File: src/rtl/mrx_pkg.sv
package mrx_pkg;

    // Word type carried by the header polarity
    typedef enum logic {
        KIND_DATA = 1'b0,
        KIND_CMD  = 1'b1
    } word_kind_e;

    // Header hunter states
    typedef enum logic {
        HS_HUNT    = 1'b0,
        HS_CONFIRM = 1'b1
    } hunt_state_e;

    // Bit slicer states
    typedef enum logic {
        BS_IDLE = 1'b0,
        BS_BITS = 1'b1
    } slice_state_e;

    // First-phase level decides the word type: low marks a command
    function automatic word_kind_e kind_from_level(input logic first_level);
        return first_level ? KIND_DATA : KIND_CMD;
    endfunction

    // Both halves equal means no mid-bit transition
    function automatic logic is_violation(input logic half_a, input logic half_b);
        return half_a == half_b;
    endfunction

endpackage

File: src/rtl/mrx_line_front.sv
module mrx_line_front #(
    parameter int RUN_LIMIT = 29,
    parameter int RUN_W     = $clog2(RUN_LIMIT + 1)
) (
    input  logic             clk,
    input  logic             rst,
    input  logic             rx_i,
    output logic             line_o,
    output logic             edge_o,
    output logic             prev_o,
    output logic [RUN_W-1:0] run_o
);

    localparam logic [RUN_W-1:0] RUN_MAX = RUN_W'(RUN_LIMIT);
    localparam logic [RUN_W-1:0] RUN_ONE = RUN_W'(1);

    logic meta_q;
    logic line_q;
    logic line_d;
    logic [RUN_W-1:0] run_q;

    // Two-stage synchronizer plus one delay stage for edge detection
    always_ff @(posedge clk) begin
        if (rst) begin
            meta_q <= 1'b0;
            line_q <= 1'b0;
            line_d <= 1'b0;
        end else begin
            meta_q <= rx_i;
            line_q <= meta_q;
            line_d <= line_q;
        end
    end

    // Length of the current level run, saturating so reset looks like a long idle
    always_ff @(posedge clk) begin
        if (rst) begin
            run_q <= RUN_MAX;
        end else if (line_q != line_d) begin
            run_q <= RUN_ONE;
        end else if (run_q != RUN_MAX) begin
            run_q <= run_q + RUN_ONE;
        end
    end

    assign line_o = line_q;
    assign edge_o = line_q ^ line_d;
    assign prev_o = line_d;
    assign run_o  = run_q;

endmodule

File: src/rtl/mrx_sync_hunter.sv
module mrx_sync_hunter
    import mrx_pkg::*;
#(
    parameter int SYNC_MIN = 20,
    parameter int SYNC_MAX = 28,
    parameter int SYNC_LEN = 24,
    parameter int RUN_W    = 5
) (
    input  logic             clk,
    input  logic             rst,
    input  logic             enable_i,
    input  logic             line_i,
    input  logic             edge_i,
    input  logic             prev_i,
    input  logic [RUN_W-1:0] run_i,
    output logic             start_o,
    output word_kind_e       kind_o
);

    localparam int CW = $clog2(SYNC_LEN);
    localparam logic [CW-1:0]    MID_CNT = CW'(SYNC_LEN / 2 - 1);
    localparam logic [CW-1:0]    END_CNT = CW'(SYNC_LEN - 2);
    localparam logic [RUN_W-1:0] LEN_LO  = RUN_W'(SYNC_MIN);
    localparam logic [RUN_W-1:0] LEN_HI  = RUN_W'(SYNC_MAX);

    hunt_state_e state_q;
    logic [CW-1:0] cnt_q;
    logic          expect_q;
    logic          start_q;
    word_kind_e    kind_q;
    logic          first_ok;

    // A transition closes a candidate first phase; its length decides acceptance
    assign first_ok = edge_i && (run_i >= LEN_LO) && (run_i <= LEN_HI);

    always_ff @(posedge clk) begin
        if (rst) begin
            state_q  <= HS_HUNT;
            cnt_q    <= '0;
            expect_q <= 1'b0;
            start_q  <= 1'b0;
            kind_q   <= KIND_DATA;
        end else begin
            start_q <= 1'b0;
            unique case (state_q)
                HS_HUNT: begin
                    if (enable_i && first_ok) begin
                        state_q  <= HS_CONFIRM;
                        cnt_q    <= '0;
                        expect_q <= line_i;
                        kind_q   <= kind_from_level(prev_i);
                    end
                end
                HS_CONFIRM: begin
                    cnt_q <= cnt_q + CW'(1);
                    if (cnt_q == MID_CNT && line_i != expect_q) begin
                        state_q <= HS_HUNT;
                    end else if (cnt_q == END_CNT) begin
                        state_q <= HS_HUNT;
                        start_q <= 1'b1;
                    end
                end
                default: state_q <= HS_HUNT;
            endcase
        end
    end

    assign start_o = start_q;
    assign kind_o  = kind_q;

endmodule

File: src/rtl/mrx_bit_slicer.sv
module mrx_bit_slicer
    import mrx_pkg::*;
#(
    parameter int WORD_W = 16,
    parameter int SPB    = 16
) (
    input  logic              clk,
    input  logic              rst,
    input  logic              line_i,
    input  logic              start_i,
    input  word_kind_e        kind_i,
    output logic              busy_o,
    output logic              done_o,
    output logic              fail_o,
    output logic [WORD_W-1:0] word_o,
    output word_kind_e        kind_o
);

    localparam int PW   = $clog2(SPB);
    localparam int BW   = $clog2(WORD_W + 1);
    localparam int SH_W = WORD_W + 1;
    localparam logic [PW-1:0] SAMPLE_A = PW'(SPB / 4);
    localparam logic [PW-1:0] SAMPLE_B = PW'(3 * SPB / 4);
    localparam logic [BW-1:0] LAST_BIT = BW'(WORD_W);

    slice_state_e    state_q;
    logic [PW-1:0]   phase_q;
    logic [BW-1:0]   bit_q;
    logic            half_a_q;
    logic [SH_W-1:0] shift_q;
    logic [SH_W-1:0] shift_nxt;
    logic            done_q;
    logic            fail_q;
    word_kind_e      kind_q;

    // The first half level is the bit value
    assign shift_nxt = {shift_q[SH_W-2:0], half_a_q};

    always_ff @(posedge clk) begin
        if (rst) begin
            state_q  <= BS_IDLE;
            phase_q  <= '0;
            bit_q    <= '0;
            half_a_q <= 1'b0;
            shift_q  <= '0;
            done_q   <= 1'b0;
            fail_q   <= 1'b0;
            kind_q   <= KIND_DATA;
        end else begin
            done_q <= 1'b0;
            fail_q <= 1'b0;
            if (start_i) begin
                state_q <= BS_BITS;
                phase_q <= PW'(1);
                bit_q   <= '0;
                kind_q  <= kind_i;
            end else if (state_q == BS_BITS) begin
                phase_q <= phase_q + PW'(1);
                if (phase_q == SAMPLE_A) begin
                    half_a_q <= line_i;
                end else if (phase_q == SAMPLE_B) begin
                    if (is_violation(half_a_q, line_i)) begin
                        fail_q  <= 1'b1;
                        state_q <= BS_IDLE;
                    end else begin
                        shift_q <= shift_nxt;
                        if (bit_q == LAST_BIT) begin
                            state_q <= BS_IDLE;
                            if (^shift_nxt) begin
                                done_q <= 1'b1;
                            end else begin
                                fail_q <= 1'b1;
                            end
                        end else begin
                            bit_q <= bit_q + BW'(1);
                        end
                    end
                end
            end
        end
    end

    assign busy_o = (state_q == BS_BITS);
    assign done_o = done_q;
    assign fail_o = fail_q;
    assign word_o = shift_q[SH_W-1:1];
    assign kind_o = kind_q;

endmodule

File: src/rtl/mrx_word_receiver.sv
module mrx_word_receiver
    import mrx_pkg::*;
#(
    parameter int WORD_W   = 16,
    parameter int SPB      = 16,
    parameter int SYNC_MIN = 20,
    parameter int SYNC_MAX = 28
) (
    input  logic              clk,
    input  logic              rst,
    input  logic              rx_line,
    output logic [WORD_W-1:0] word_o,
    output logic              cmd_o,
    output logic              valid_o,
    output logic              err_o
);

    localparam int SYNC_LEN  = 3 * SPB / 2;
    localparam int RUN_LIMIT = SYNC_MAX + 1;
    localparam int RUN_W     = $clog2(RUN_LIMIT + 1);

    logic             line_s;
    logic             edge_s;
    logic             prev_s;
    logic [RUN_W-1:0] run_s;
    logic             start_s;
    word_kind_e       hunt_kind;
    logic             busy_s;
    logic             done_s;
    logic             fail_s;
    logic [WORD_W-1:0] slice_word;
    word_kind_e       slice_kind;

    logic [WORD_W-1:0] word_q;
    word_kind_e       kind_q;
    logic             valid_q;
    logic             err_q;

    mrx_line_front #(
        .RUN_LIMIT(RUN_LIMIT),
        .RUN_W    (RUN_W)
    ) u_front (
        .clk   (clk),
        .rst   (rst),
        .rx_i  (rx_line),
        .line_o(line_s),
        .edge_o(edge_s),
        .prev_o(prev_s),
        .run_o (run_s)
    );

    mrx_sync_hunter #(
        .SYNC_MIN(SYNC_MIN),
        .SYNC_MAX(SYNC_MAX),
        .SYNC_LEN(SYNC_LEN),
        .RUN_W   (RUN_W)
    ) u_hunter (
        .clk     (clk),
        .rst     (rst),
        .enable_i(!busy_s && !start_s),
        .line_i  (line_s),
        .edge_i  (edge_s),
        .prev_i  (prev_s),
        .run_i   (run_s),
        .start_o (start_s),
        .kind_o  (hunt_kind)
    );

    mrx_bit_slicer #(
        .WORD_W(WORD_W),
        .SPB   (SPB)
    ) u_slicer (
        .clk    (clk),
        .rst    (rst),
        .line_i (line_s),
        .start_i(start_s),
        .kind_i (hunt_kind),
        .busy_o (busy_s),
        .done_o (done_s),
        .fail_o (fail_s),
        .word_o (slice_word),
        .kind_o (slice_kind)
    );

    // Output holding register: loads only on a good word
    always_ff @(posedge clk) begin
        if (rst) begin
            word_q  <= '0;
            kind_q  <= KIND_DATA;
            valid_q <= 1'b0;
            err_q   <= 1'b0;
        end else begin
            valid_q <= done_s;
            err_q   <= fail_s;
            if (done_s) begin
                word_q <= slice_word;
                kind_q <= slice_kind;
            end
        end
    end

    assign word_o  = word_q;
    assign cmd_o   = (kind_q == KIND_CMD);
    assign valid_o = valid_q;
    assign err_o   = err_q;

endmodule

File: config.mk
export PLATFORM = sky130hd
export DESIGN_NAME = mrx_word_receiver
export DESIGN_NICKNAME = d
export VERILOG_FILES = /design/src/rtl/mrx_pkg.sv /design/src/rtl/mrx_line_front.sv /design/src/rtl/mrx_sync_hunter.sv /design/src/rtl/mrx_bit_slicer.sv /design/src/rtl/mrx_word_receiver.sv
export SDC_FILE = /design/constraint.sdc
export NUM_CORES = 1
export LEC_CHECK = 0
export BUFFER_PORTS_ARGS = -buffer_cell sky130_fd_sc_hd__buf_2
export CAP_MARGIN = 20
export CORE_MARGIN = 2
export CORE_UTILIZATION = 53
export DETAILED_ROUTE_END_ITERATION = 6
export PLACE_DENSITY = 0.76
export RECOVER_POWER = 25
export SLEW_MARGIN = 20
export SYNTH_ARGS = -nofsm -noshare
export SYNTH_HDL_FRONTEND = slang
export SYNTH_SLANG_ARGS = --single-unit
File: constraint.sdc
create_clock -name clk -period 1.8 [get_ports clk]
set_clock_uncertainty 0.1 [all_clocks]
set_input_delay 0.18 -clock clk [delete_from_list [all_inputs] [get_ports clk]]
set_output_delay 0.18 -clock clk [all_outputs]
set_load 0.005 [all_outputs]
; After elaboration in Yosys (flattened, before gate mapping)
; Index checks and enable logic that the tools add are counted.
[word_totals]
reg_bits = 67
word_cells = 88
[op_classes]
add_sub_neg = 4
magnitude_cmp = 2
n_eq_ne = 10
n_mux = 22
bitwise_logic = 8
n_reduce_logical = 19
[op_table]
columns = operator, n
row1 = $mux 1, 17
row2 = $reduce_xor 17->1, 1
row3 = $add 5x1->5 const B, 3
row4 = $mux 5, 3
row5 = $eq 5x5->1 const B, 2
row6 = $pmux 5 s2, 1
row7 = $reduce_and 5->1, 2
row8 = $not 1->1, 7
row9 = $reduce_or 7->1, 1
row10 = $eq 5x4->1 const B, 1
row11 = $ge 5x5->1 const B, 1
row12 = $le 5x5->1 const B, 1
row13 = $logic_and 1x1->1, 5
row14 = $ne 5x5->1 const B, 1
row15 = $reduce_or 5->1, 1
row16 = $add 4x1->4 const B, 1
row17 = $eq 4x3->1 const B, 1
row18 = $eq 4x4->1 const B, 1
row19 = $reduce_bool 2->1, 2
row20 = $reduce_or 2->1, 2
row21 = $reduce_and 3->1, 1
row22 = $reduce_or 3->1, 1
row23 = $logic_not 1->1, 2
row24 = $ne 1x1->1, 2
row25 = other kinds (5), 5

; Logic depth before layout (Yosys ltp)
[depth]
word_depth = 7
mapped_depth = 8
depth_no_buf = 7

; Cells and area by module
; A second synthesis with hierarchy kept.
[unflattened]
hier_cells = 316
area_unflattened_um2 = 3002.9
[modules_own_cells]
columns = mod, n_inst, cells_each, area_per_inst_um2
row1 = mrx_bit_slicer, 1, 173, 1505.2
row2 = mrx_word_receiver, 1, 60, 671.9
row3 = mrx_sync_hunter, 1, 51, 486.7
row4 = mrx_line_front, 1, 32, 339.1

; Least setup slack after synthesis
; Ideal clock, no wire load.
[synth_timing]
path_kind = reg2reg
startpoint = register u_slicer.phase_q[0]
endpoint = register u_slicer.shift_q[0]
setup_ps = 132
arrival_ps = 1526
slack_ps = 42
path_stages_with_launch = 9
n_path_buf = 2
period_less_slack_ps = 1758
cell_sequence = dfxtp_1 > inv_1 > ha_1 > nand4_1 > or3_1 > buf_2 > buf_2 > nand2_1 > a21oi_1
[synth_via]
elab_chain_len = 3
elab_cells_between_ends = 4
cone_classes = eq/ne (2) / bitwise (1) / reduce/logical (1)
[synth_lines]
columns = item, line
row1 = from (decl), mrx_bit_slicer.sv:27  ; logic [PW-1:0] phase_q;
row2 = from (signal assigned), mrx_bit_slicer.sv:58  ; phase_q <= phase_q + PW'(1);
row3 = $eq 4x3->1, mrx_bit_slicer.sv:59  ; if (phase_q == SAMPLE_A) begin
row4 = $not 1->1 (no source line), --
row5 = $reduce_and 5->1 (no source line) (*), --
row6 = to (signal assigned), mrx_bit_slicer.sv:66  ; shift_q <= shift_nxt;
row7 = to (decl), mrx_bit_slicer.sv:30  ; logic [SH_W-1:0] shift_q;
; Mark *: on every way between the ends. The rest lies on a longest branch, timed or not.
; A chain may end at the register's enable or synchronous reset.

; Worst setup path in the final report
[layout_timing]
startpoint = register u_slicer.phase_q[1]
endpoint = register u_slicer.shift_q[3]
; The elaborated chain is that of the path after synthesis.

==> metrics.cfg <==
[global_routing]
grt_pass1_vias=1993
grt_usage_pct=18.9
overflow=0
grt_pass1_wl_um=8780
antenna_found_initial=0
grt_start_max_net_pins=27

[die]
rows=26
die_x_um=76.3
die_area_mm2=0.00582
die_h_um=76.3
core-area_mm2=0.00507
start_util_pct=54.6
ioPinCount=22

[clocking]
insertion_delay_ns=0.34
cts-root-buf=clkbuf_8
path_clk_slew_ns=0.07
cts_tree=built
cts_buffers=9
cts.htree.levels=3
cts_max_path_buffers=2
clkSinkCount=67

[sta]
fin_crit_sh_pct=102
setup_tns_ns=-0.465
setup_violations=19
max_slew.worst_pin.slew_ns=0.690
setup_slack_ns=-0.0394
max_freq_ghz=0.544
rsz0062_at_grt=yes
hold_violations=0
maxSlewViolCount=0
relSlewSlack_pct=53.7
period_needed_ns=1.84

[synth]
ys_ff_latch=67
synth_top_area_share_pct=48.4
async_reset_ff_share_pct=0
ys_seq_area_share_pct=48.4
synthesis.area_mm2=0.00277
synth_cells=297
synth_area_per_cell_um2=9.33
synthDistinctLibCells=33
synthTopCellsByArea=dfxtp_1 48%, mux2i_1 7.9%, nor2_1 5.3%
yosys.area.top_type=dfxtp_1
synth_warnings=0
synth-edff-count=0
ys.flop_type=dfxtp_1
syn_nets=309

[final_layout]
mostFrequentLayoutCell=dfxtp_1
area_growth_pct=28.3
num-nets-final=347
antennaDiodeCount=0
fillerInstances=373
final_cell_mix=61 x dfxtp_1, 39 x nor2_1, 22 x mux2i_1
instances_no_fill=410
drive_gt1_share_pct=30.6

[detailed_routing]
drc=0
dr.first_iter.drc_count=150
wl_um=5700
firstDrtPassIters=4
via_count=2161
via_per_inst=5.27
routedWlPerCell_um=13.9
drtAntennaViolNets=0

[critical_path]
cp.required_ns=1.92
cp-endpoint=u_slicer.shift_q[3]
worstRegToRegCells=8
r2r-start=u_slicer.phase_q[1]
path_class=reg -> reg
r2r-end=u_slicer.shift_q[3]
ff2ff_setup_slack_ns=-0.04
critPathMaxFanout=5
startpoint=u_slicer.phase_q[1]
arrival_ns=1.96
start_kind=flop
cp-end-kind=flop

[run_status]
status=finished, violations left
violations=setup timing

[power]
combinationalPowerShare_pct=8.1
leakagePower_nw=1.35
clock_power_share_pct=46.9
p_sw_w=0.000790
p_seq_share_pct=45.0
internal_power_w=0.00277
peakVddDrop_v=0.000681
p_sw_share_pct=22.2
p_total_w=0.00356
p_per_area_mw_per_mm2=1000

[placed_design]
dp_hpwl_um=3470
io_buffers=21
globalplace.congestion=0.851
dp.cells=388

[hold_path]
whs_path_depth=2
hold_path.class=in -> reg

[job]
max_cap_violations=0

-- cells in the mapped netlist (2+ instances only) --
cell type and number:
a21oi_1 26, buf_1 3, buf_2 5, clkbuf_1 7, dfxtp_1 67, ha_1 9, inv_1 8, mux2i_1 22
nand2_1 36, nand3_1 2, nand4_1 9, nor2_1 39, nor2b_1 7, nor3_1 2, nor3_2 2, nor3b_1 2
o2111ai_1 3, o211ai_1 2, o21a_1 3, o21bai_1 2, or2_2 4, or3_1 2, xnor2_1 16, xor2_1 10
-- layer usage --
layer / wire length (µm) / vias up / share of wire [%] / global-route usage, %
met1: 2580 / 1047 / 45 / 22.2
met5: 0 / - / 0 / 0
li1: - / 1067 / - / -
met3: 217 / 8 / 3.8 / 6.04
met2: 2830 / 39 / 50 / 31.7
met4: 72 / 0 / 1.3 / 8.55
-- critical path, stage by stage, from the launching register on --
cell	delay [ns]
dfxtp_2	0.34
inv_2	0.07
ha_4	0.14
nand4_1	0.14
buf_4	0.19
or3_4	0.44
clkbuf_16	0.19
nand2_4	0.07
a21oi_2	0.04
-- logic make-up after synthesis --
group | after synthesis | synth area share [%]
AND/OR/NAND/NOR | 109 | 18.6
multiplexers | 23 | 8.36
flip-flops | 67 | 48.4
buffers and inverters | 23 | 3.34
XOR/XNOR | 27 | 9.03
AO/OA/AOI/OAI | 39 | 8.22
adder cells (fa/ha/maj) | 9 | 4.07
-- sequential cells by signal, indices dropped and copies added, names as in the netlist, 4 cells and up --
signal	cells
u_slicer.bit_q	5
u_hunter.cnt_q	5
u_slicer.phase_q	4
word_o	16
u_slicer.shift_q	17
u_front.run_o	5
-- worst min-delay path by stage --
| stage | from | endpoint |
|---|---|---|
| after floorplan | rst | u_front.run_o[0] |
| after global placement | rx_line | u_front.meta_q |
| after detailed placement | rx_line | u_front.meta_q |
| after CTS | rst | u_slicer.kind_o |
| after global routing | rst | cmd_o |
| final | rst | cmd_o |
-- power by group through the flow --
stage | Clock (W) | Combinational, W | Sequential (W)
floorplan | 0 | 0.000239 | 0.00161
global placement | 0 | 0.000273 | 0.00163
detailed placement | 0 | 0.000286 | 0.00163
CTS | 0.00169 | 0.000288 | 0.00160
global route | 0.00176 | 0.000325 | 0.00161
finish | 0.00167 | 0.000289 | 0.00161
-- what timing repair did --
action,in CTS,in global routing
buffers inserted,0,3
hold buffers,1,0
cloned,0,2
pin swaps,0,23
endpoints found under the setup margin,1,24
gates resized for setup,0,56
hold endpoints to repair,1,0
-- area by class of cell --
cell class                 instances  area, µm²  area share (%)
clock buffer                      10        138            3.87
multi-input combinational        207       1510            42.6
sequential                        67       1350            37.9
tap                               70       87.6            2.46
clock inverter                     6        136            3.84
timing repair buffer              42        302            8.48
inverter                           8       30.0           0.845
-- through the flow --
step                area [µm²]  hold slack (ns)  utilization, %  setup slack [ns]
floorplan                 2770            0.184               -            0.0417
global placement          3010            0.297            59.4            0.0908
detailed placement        3010            0.318            59.4            0.0373
CTS                       3300           0.0895            65.0          -0.00969
global route              3550            0.101            70.0            -0.130
finish                    3550           0.0960            70.0           -0.0394
No activity file was read; power rests on OpenSTA's default activity.
